--- src/rtl/atx_wr_ctrl.sv ---
module atx_wr_ctrl #(
  parameter int DEPTH = 8
) (
  input  logic        clk,
  input  logic        rst_n,
  input  logic        bus_sel_n,
  input  logic        bus_we,
  input  logic [7:2]  bus_addr,
  input  logic [15:0] bus_wdata,
  input  logic        bus_narrow,
  output logic        bus_ack_n,
  input  logic        tx_pop,
  output logic [31:0] tx_data,
  output logic        tx_first,
  output logic        tx_avail,
  output logic        stuck_irq,
  output logic        overflow,
  input  logic        iso_req,
  output logic        iso_go
);
  localparam int AW = (DEPTH > 1) ? $clog2(DEPTH) : 1;
  localparam int CW = AW + 1;

  logic [32:0]   mem [DEPTH];
  logic [AW-1:0] wptr, rptr;
  logic [CW-1:0] used, conf, used_n;
  logic [1:0]    part;
  logic [31:0]   asm_q;
  logic          in_pkt, bst;

  wire        hit_win  = !bus_sel_n && bus_we && bus_addr[7:4] == 4'h5;
  wire        hit_clr  = !bus_sel_n && bus_we && bus_addr == 6'h0C && bus_wdata[0];
  wire [1:0]  rgn      = bus_addr[3:2];
  wire        lastp    = bus_narrow ? (part == 2'd3) : (part == 2'd1);
  wire        qdone    = hit_win && !stuck_irq && lastp;
  wire [31:0] quad     = bus_narrow ? {asm_q[23:0], bus_wdata[7:0]} : {asm_q[15:0], bus_wdata};
  wire        tag      = (rgn == 2'd0) || (rgn == 2'd3 && !bst);
  wire        orphan   = qdone && !tag && !in_pkt;
  wire        full     = used == CW'(DEPTH);
  wire        push     = qdone && !orphan && !full;
  wire        pop_ok   = tx_pop && conf != '0 && !stuck_irq;
  wire        under    = tx_pop && conf == '0 && !stuck_irq;
  wire        burst_end = bst && bus_sel_n;
  wire        confirm  = (qdone && !orphan && rgn == 2'd2) || burst_end;

  assign used_n   = used + CW'(push) - CW'(pop_ok);
  assign tx_data  = mem[rptr][31:0];
  assign tx_first = mem[rptr][32];
  assign tx_avail = conf != '0 && !stuck_irq;
  assign iso_go   = iso_req;

  always_ff @(posedge clk)
    if (push) mem[wptr] <= {tag, quad};

  always_ff @(posedge clk or negedge rst_n) begin
    if (!rst_n) begin
      bus_ack_n <= 1'b1;
      part <= '0; asm_q <= '0; wptr <= '0; rptr <= '0; used <= '0; conf <= '0;
      stuck_irq <= 1'b0; overflow <= 1'b0; in_pkt <= 1'b0; bst <= 1'b0;
    end else begin
      bus_ack_n <= bus_sel_n;
      if (hit_clr) begin
        part <= '0; asm_q <= '0; wptr <= '0; rptr <= '0; used <= '0; conf <= '0;
        stuck_irq <= 1'b0; overflow <= 1'b0; in_pkt <= 1'b0; bst <= 1'b0;
      end else begin
        if (hit_win && !stuck_irq) begin
          part  <= lastp ? 2'd0 : part + 2'd1;
          asm_q <= quad;
        end
        if (push)   wptr <= wptr + 1'b1;
        if (pop_ok) rptr <= rptr + 1'b1;
        used <= used_n;
        conf <= confirm ? used_n : conf - CW'(pop_ok);
        if (orphan || under) stuck_irq <= 1'b1;
        if (qdone && !orphan && full) overflow <= 1'b1;
        if (confirm) in_pkt <= 1'b0;
        else if (push && tag) in_pkt <= 1'b1;
        if (burst_end) bst <= 1'b0;
        else if (qdone && !orphan && rgn == 2'd3) bst <= 1'b1;
      end
    end
  end

  p_ack_lag_r1: assert property (@(posedge clk) disable iff (!rst_n)
    !bus_sel_n |=> !bus_ack_n);
  p_conf_le_used_r5: assert property (@(posedge clk) disable iff (!rst_n)
    conf <= used);
  p_orphan_stuck_r6: assert property (@(posedge clk) disable iff (!rst_n)
    orphan && !hit_clr |=> stuck_irq);
  p_underflow_r7: assert property (@(posedge clk) disable iff (!rst_n)
    under && !hit_clr |=> stuck_irq && $stable(rptr));
  p_stuck_hold_r8: assert property (@(posedge clk) disable iff (!rst_n)
    stuck_irq && !hit_clr |=> stuck_irq);
  p_stuck_quiet_r8: assert property (@(posedge clk) disable iff (!rst_n)
    stuck_irq |-> !tx_avail);
  p_clear_r9: assert property (@(posedge clk) disable iff (!rst_n)
    hit_clr |=> used == '0 && !stuck_irq && !overflow);
  p_no_overrun_r11: assert property (@(posedge clk) disable iff (!rst_n)
    used <= CW'(DEPTH));
  p_ovf_sticky_r11: assert property (@(posedge clk) disable iff (!rst_n)
    overflow && !hit_clr |=> overflow);
endmodule

--- config.mk ---
export PLATFORM = sky130hd
export DESIGN_NAME = atx_wr_ctrl
export DESIGN_NICKNAME = d
export VERILOG_FILES = /design/src/rtl/atx_wr_ctrl.sv
export SDC_FILE = /design/constraint.sdc
export NUM_CORES = 1
export LEC_CHECK = 0
export ABC_AREA = 1
export BUFFER_PORTS_ARGS = -buffer_cell sky130_fd_sc_hd__buf_2
export CAP_MARGIN = 20
export CORE_UTILIZATION = 45
export DETAILED_ROUTE_END_ITERATION = 16
export PLACE_DENSITY = 0.64
export RECOVER_POWER = 50
export SYNTH_ARGS = -nofsm -noshare
export SYNTH_HDL_FRONTEND = slang
export SYNTH_SLANG_ARGS = --single-unit
--- constraint.sdc ---
create_clock -name clk -period 3.25 [get_ports clk]
set_input_delay 0.4875 -clock clk [delete_from_list [all_inputs] [get_ports clk]]
set_output_delay 0.4875 -clock clk [all_outputs]
set_load 0.05 [all_outputs]
==> results.py, run 1 <==
metrics = {
    "layout": {
        "nets": 1196,
        "multiInputGateArea_um2": 3210,
        "final_cell_mix": "edfxtp_1, nor2_1, nand2_1",
        "seqCellArea_um2": 9060,
        "mostFrequentLayoutCell": "edfxtp_1",
        "drive_gt1_share_pct": 12.6,
        "syn_to_final_growth_pct": 16.1,
        "diodes": 0,
        "n_fill_cell": 2412,
        "fin_cells": 1561,
    },
    "placement": {
        "dp_cells": 1498,
        "dp_slack_ps": 521,
        "place.gp.congestion": 0.819,
        "dp_hpwl_um": 16700,
        "port_buffers": 64,
    },
    "sta": {
        "max_freq_ghz": 0.342,
        "period_needed_ps": 2920,
        "hold-worst-slack_ps": 88.8,
        "max_slew_margin_pct": -9.71,
        "setup_slack_ps": 330,
        "fin_tns_setup_ps": 0,
        "maxSlewViolCount": 30,
        "fin_crit_sh_pct": 89.9,
        "rsz0062_at_grt": "false",
        "hold_viol_final": 0,
        "worst-slew-pin-transition_ps": 1650,
        "finClkSkew_ps": 19.9,
        "setup_viol": 0,
    },
    "clocking": {
        "clock-sinks": 309,
        "cts.clk_slew.worst_paths_ps": 50,
        "clock_tree.root_cell": "clkbuf_16",
        "cts_hold_buf": 0,
        "clock_latency_ps": 520,
        "tritoncts.num_buffers": 34,
        "cts.path.max_buffers": 3,
        "post_cts_resize_count": 0,
        "htree_levels": 2,
        "cts_tree": "yes",
        "postCtsSetupBuffers": 0,
    },
    "routing": {
        "remaining_drc_errors": 0,
        "drt_pass1_iterations": 5,
        "drt_iter0_markers": 690,
        "wl_um": 28900,
        "vias": 8323,
        "vias_per_cell": 5.33,
        "final_antenna_net_count": 0,
        "routedWlPerCell_um": 18.5,
    },
    "floorplan": {
        "coreArea_um2": 27800,
        "dieArea_um2": 28900,
        "initial_core_util_pct": 45.7,
        "fp.dieH_um": 170,
        "io_pins": 67,
        "die_w_um": 170,
        "rows": 61,
    },
    "logic_synthesis": {
        "synth.area.top_cells": "edfxtp_1, dfrtp_1, nor2_1",
        "ys_warn_count": 0,
        "syn_area_um2": 12700,
        "synthDistinctLibCells": 32,
        "syn_avg_cell_area_um2": 11.8,
        "yosys.area.top_type_share_pct": 62.4,
        "yosys_register_bits": 309,
        "synthFlopType": "edfxtp_1",
        "synth_top_cell_by_area": "edfxtp_1",
        "ys_seq_area_share_pct": 71.3,
        "ys_async_sr_fraction_pct": 14.6,
        "synth-edff-count": 264,
        "syn_inst": 1080,
        "syn_nets": 1119,
    },
    "grt": {
        "grt_pass1_vias": 8017,
        "grt.overflow.total": 0,
        "antenna_found_initial": 0,
        "grt_pass1_wl_um": 44500,
        "grt_max_degree": 134,
        "track_usage_pct": 20.5,
    },
    "status": {
        "status": "finished with violations",
        "violations": "max-capacitance violations, max-slew violations",
    },
    "job": {
        "maxCapViolations": 1,
    },
    "power": {
        "cellLeakagePower_nw": 5.45,
        "power_per_cell_area_nw_per_um2": 882,
        "total_power_mw": 13.0,
        "ir_drop_mv": 0.628,
    },
    "critical_path": {
        "critical_path_required_ps": 2760,
        "cp_max_fo": 133,
        "worstSetupPathType": "register to output pin",
        "start_kind": "register",
        "arrival_ps": 2430,
        "setup.worst_path.end_class": "output pin",
    },
    "hold_path": {
        "hp-class": "input pin to register",
    },
}
sequential cells by signal, summed over array words and instances, names as in the netlist:
name,cells
mem,264
asm_q,24
conf,4
used,4
rptr,3
wptr,3
part,2
bst,1
bus_ack_n,1
in_pkt,1
overflow,1
stuck_irq,1
cell usage after synthesis, types with 3 or more instances:
library cell,count
dfrtp_1,44
a21oi_1,8
buf_1,3
inv_2,3
nor2_2,6
inv_1,50
nor3_1,3
o32ai_1,66
o21ai_0,109
buf_2,19
ha_1,9
nand2_1,174
nor2_1,222
nand3_1,43
edfxtp_1,264
clkbuf_1,38
metal layers:
| layer | track usage, % | wire (um) | up-vias |
|---|---|---|---|
| li1 | - | - | 3980 |
| met1 | 27.9 | 13000 | 4080 |
| met3 | 3.63 | 1550 | 52 |
| met2 | 33.3 | 13600 | 211 |
| met5 | 0 | 0 | - |
| met4 | 6.58 | 672 | 0 |
area by class of cell:
type | instances | area share, %
clock inverter | 12 | 0.739
timing repair buffer | 102 | 4.72
sequential | 309 | 61.5
inverter | 54 | 1.39
clock buffer | 50 | 6.66
tap | 378 | 3.21
multi-input combinational | 656 | 21.8
final timing paths:
path | slack (ps) | cells after the start | end | startpoint
worst min-delay path | 90 | 1 | bus_ack_n$_DFF_PN1_ | bus_sel_n
worst min register to register | 500 | 2 | asm_q[18]$_DFFE_PN0P_ | asm_q[18]$_DFFE_PN0P_
max in group asynchronous | 1280 | 2 | asm_q[23]$_DFFE_PN0P_ | rst_n
min in group asynchronous | 400 | 1 | wptr[0]$_DFFE_PN0P_ | rst_n
worst max register to register | 470 | 13 | conf[2]$_DFF_PN0_ | stuck_irq$_DFFE_PN0P_
worst max-delay path | 330 | 6 | tx_data[22] | rptr[0]$_DFFE_PN0P_
stage by stage:
step | util, % | cell area [um2]
after floorplan | - | 12700
after global placement | 49.4 | 13700
after detailed placement | 49.4 | 13700
after CTS | 53.3 | 14800
after global routing | 53.0 | 14700
final | 53.0 | 14700
power by group:
part	total (mW)	switching, mW	internal, mW	leakage [nW]
Sequential	4.62	0.140	4.48	2.87
Clock	3.70	1.50	2.19	0.535
Combinational	4.68	3.46	1.22	2.05
logic make-up (layout without fill, tap and decap cells):
group,count (synthesis),in the layout,synth area share [%]
AO/OA/AOI/OAI,185,185,9.26
XOR/XNOR,3,3,0.207
adder cells (fa/ha/maj),10,10,1.04
buffers and inverters,115,218,3.62
flip-flops,309,309,71.3
AND/OR/NAND/NOR,458,458,14.6
critical path, stage by stage (launching register included):
cell,delay (ps)
dfrtp_4,440
buf_12,370
nor2_1,120
o32ai_1,320
nand2_1,80
nand2_1,130
buf_2,290
Power figures use the tool's default switching activity.
==> run 2: changes to the inputs <==
==> constraint.sdc (replaced) <==
create_clock -name clk -period 3.25 [get_ports clk]
set_input_delay 0.1625 -clock clk [delete_from_list [all_inputs] [get_ports clk]]
set_output_delay 0.1625 -clock clk [all_outputs]
set_load 0.05 [all_outputs]
==> results.py, run 2 (synthesis results as in run 1) <==
metrics = {
    "power": {
        "total_power_mw": 12.9,
        "power_per_cell_area_nw_per_um2": 872,
        "cellLeakagePower_nw": 5.46,
        "ir_drop_mv": 0.689,
    },
    "routing": {
        "wl_met1_um": 12800,
        "routed.top_layer": "met4",
        "routedWlPerCell_um": 18.3,
        "vias_per_cell": 5.38,
        "remaining_drc_errors": 0,
        "drt_pass1_iterations": 5,
        "final_antenna_net_count": 0,
        "met2_length_um": 13700,
        "routed-wl-met3_um": 1580,
        "wl_um": 28600,
        "vias": 8408,
        "drt_iter0_markers": 705,
    },
    "grt": {
        "antenna_found_initial": 1,
        "grt_pass1_wl_um": 44700,
        "track_usage_pct": 20.2,
        "grt_pass1_vias": 8014,
        "grt.overflow.total": 0,
        "grt_max_degree": 134,
    },
    "critical_path": {
        "regToRegSetupSlack_ps": 600,
        "worstSetupPathType": "register to output pin",
        "start_kind": "register",
        "setup.worst_path.end_class": "output pin",
        "endpoint": "tx_first",
        "critical_path_required_ps": 3090,
        "worst_r2r_path_depth": 13,
        "max_stage_delay_ps": 990,
        "path_cells": "buf_12 -> o21ai_0 -> o32ai_1 -> nand2_1 -> nand2_1 -> buf_2",
        "cp_max_fo": 83,
        "arrival_ps": 2680,
        "worst_path_most_repeated_cell": "nand2_1",
        "slowest_stage": "dfrtp_4",
        "path_buf_inv": 2,
        "worstSetupPathDepth": 6,
        "timing.rr.end": "conf[2]$_DFF_PN0_",
        "crit_family": "flip-flops",
        "crit_start": "rptr[1]$_DFFE_PN0P_",
        "timing.rr.start": "stuck_irq$_DFFE_PN0P_",
    },
    "placement": {
        "dp_cells": 1489,
        "dp_hpwl_um": 16000,
        "dpl_cell_area_um2": 13600,
        "port_buffers": 64,
        "place.gp.congestion": 0.784,
    },
    "clocking": {
        "clock_tree.root_cell": "clkbuf_16",
        "htree_levels": 1,
        "post_cts_resize_count": 0,
        "tritoncts.num_buffers": 31,
        "cts.path.max_buffers": 3,
        "cts_tree": "yes",
        "clock_latency_ps": 560,
        "cts.clk_slew.worst_paths_ps": 60,
        "clock-sinks": 309,
    },
    "layout": {
        "drive_gt1_share_pct": 12.3,
        "syn_to_final_growth_pct": 16.4,
        "fin_area_um2": 14800,
        "fin_cells": 1564,
        "nets": 1200,
        "largest_register_ffs": 264,
        "final_core_util_pct": 53.2,
        "diodes": 0,
        "reg.largest.list": "mem x264, asm_q x24",
        "regMostFlops": "mem",
        "mostFrequentLayoutCell": "edfxtp_1",
        "final_cell_mix": "edfxtp_1, nor2_1, nand2_1",
    },
    "sta": {
        "max_freq_ghz": 0.352,
        "max_slew_margin_pct": -14.7,
        "period_needed_ps": 2840,
        "fin_crit_sh_pct": 87.4,
        "worst-slew-pin-transition_ps": 1720,
        "rsz0062_at_grt": "false",
        "hold_viol_final": 0,
        "maxSlewViolCount": 32,
        "setup_viol": 0,
        "finClkSkew_ps": 8.99,
        "hold-worst-slack_ps": 28.3,
    },
    "floorplan": {
        "fp.dieH_um": 170,
        "coreArea_um2": 27800,
        "die_w_um": 170,
        "io_pins": 67,
        "rows": 61,
        "initial_core_util_pct": 45.7,
        "dieArea_um2": 28900,
    },
    "status": {
        "violations": "max-capacitance violations, max-slew violations",
        "status": "finished with violations",
    },
    "job": {
        "maxCapViolations": 1,
    },
    "hold_path": {
        "hp-class": "input pin to register",
    },
}
run 2: cell count changes in the layout (fill, tap and decap cells not counted), sizes merged:
cell,previous run,this run
dlygate4sd3,0,13
buf,78,70
clkinvlp,1,2
clkinv,9,15
bufinv,1,4
clkbuf,74,62
run 2: layout make-up:
type / count / area, um2
Sequential cell: 309 / 9060
Clock inverter: 22 / 234
Tap cell: 378 / 473
Clock buffer: 36 / 825
Inverter: 54 / 205
Timing Repair Buffer: 109 / 763
Fill cell: 2390 / 13000
Multi-Input combinational cell: 656 / 3220
run 2: what timing repair did:
| action | in CTS | in global routing |
|---|---|---|
| hold buffers | 13 | 0 |
| setup buffers | 0 | 0 |
| endpoints found under the hold margin | 119 | 0 |
run 2: power breakdown:
part	leakage (nW)	switching, mW	internal, mW	total (mW)
sequential	2.87	0.219	4.48	4.70
combinational	2.07	3.36	1.20	4.56
clock	0.525	1.49	2.14	3.63
run 2: worst min path at each step:
stage / startpoint / endpoint / depth (start not counted)
5_1_grt: bus_addr[5] / asm_q[0]$_DFFE_PN0P_ / 4
3_5_place_dp: bus_sel_n / bus_ack_n$_DFF_PN1_ / 1
4_1_cts: bus_addr[4] / part[0]$_DFFE_PN0P_ / 5
6_report: bus_addr[4] / part[0]$_DFFE_PN0P_ / 5
3_3_place_gp: bus_sel_n / bus_ack_n$_DFF_PN1_ / 1
2_1_floorplan: rst_n / asm_q[0]$_DFFE_PN0P_ / 0
run 2: tightest hold or removal path: stages:
cell and delay (ps):
buf_2 110, nand2_1 60, nor2_1 50, a21oi_1 120, a21oi_1 50
run 2: metrics by stage:
step | setup TNS (ps) | setup slack, ps
final | 0 | 410
after global routing | 0 | 207
after CTS | 0 | 395
after detailed placement | 0 | 638
after global placement | 0 | 662
after floorplan | -3330 | -25.2
run 2: layer usage:
metal / global-route usage (%) / up-vias
li1: - / 3991
met1: 28.6 / 4129
met2: 33.0 / 252
met3: 2.70 / 36
met4: 5.13 / 0
met5: 0 / -
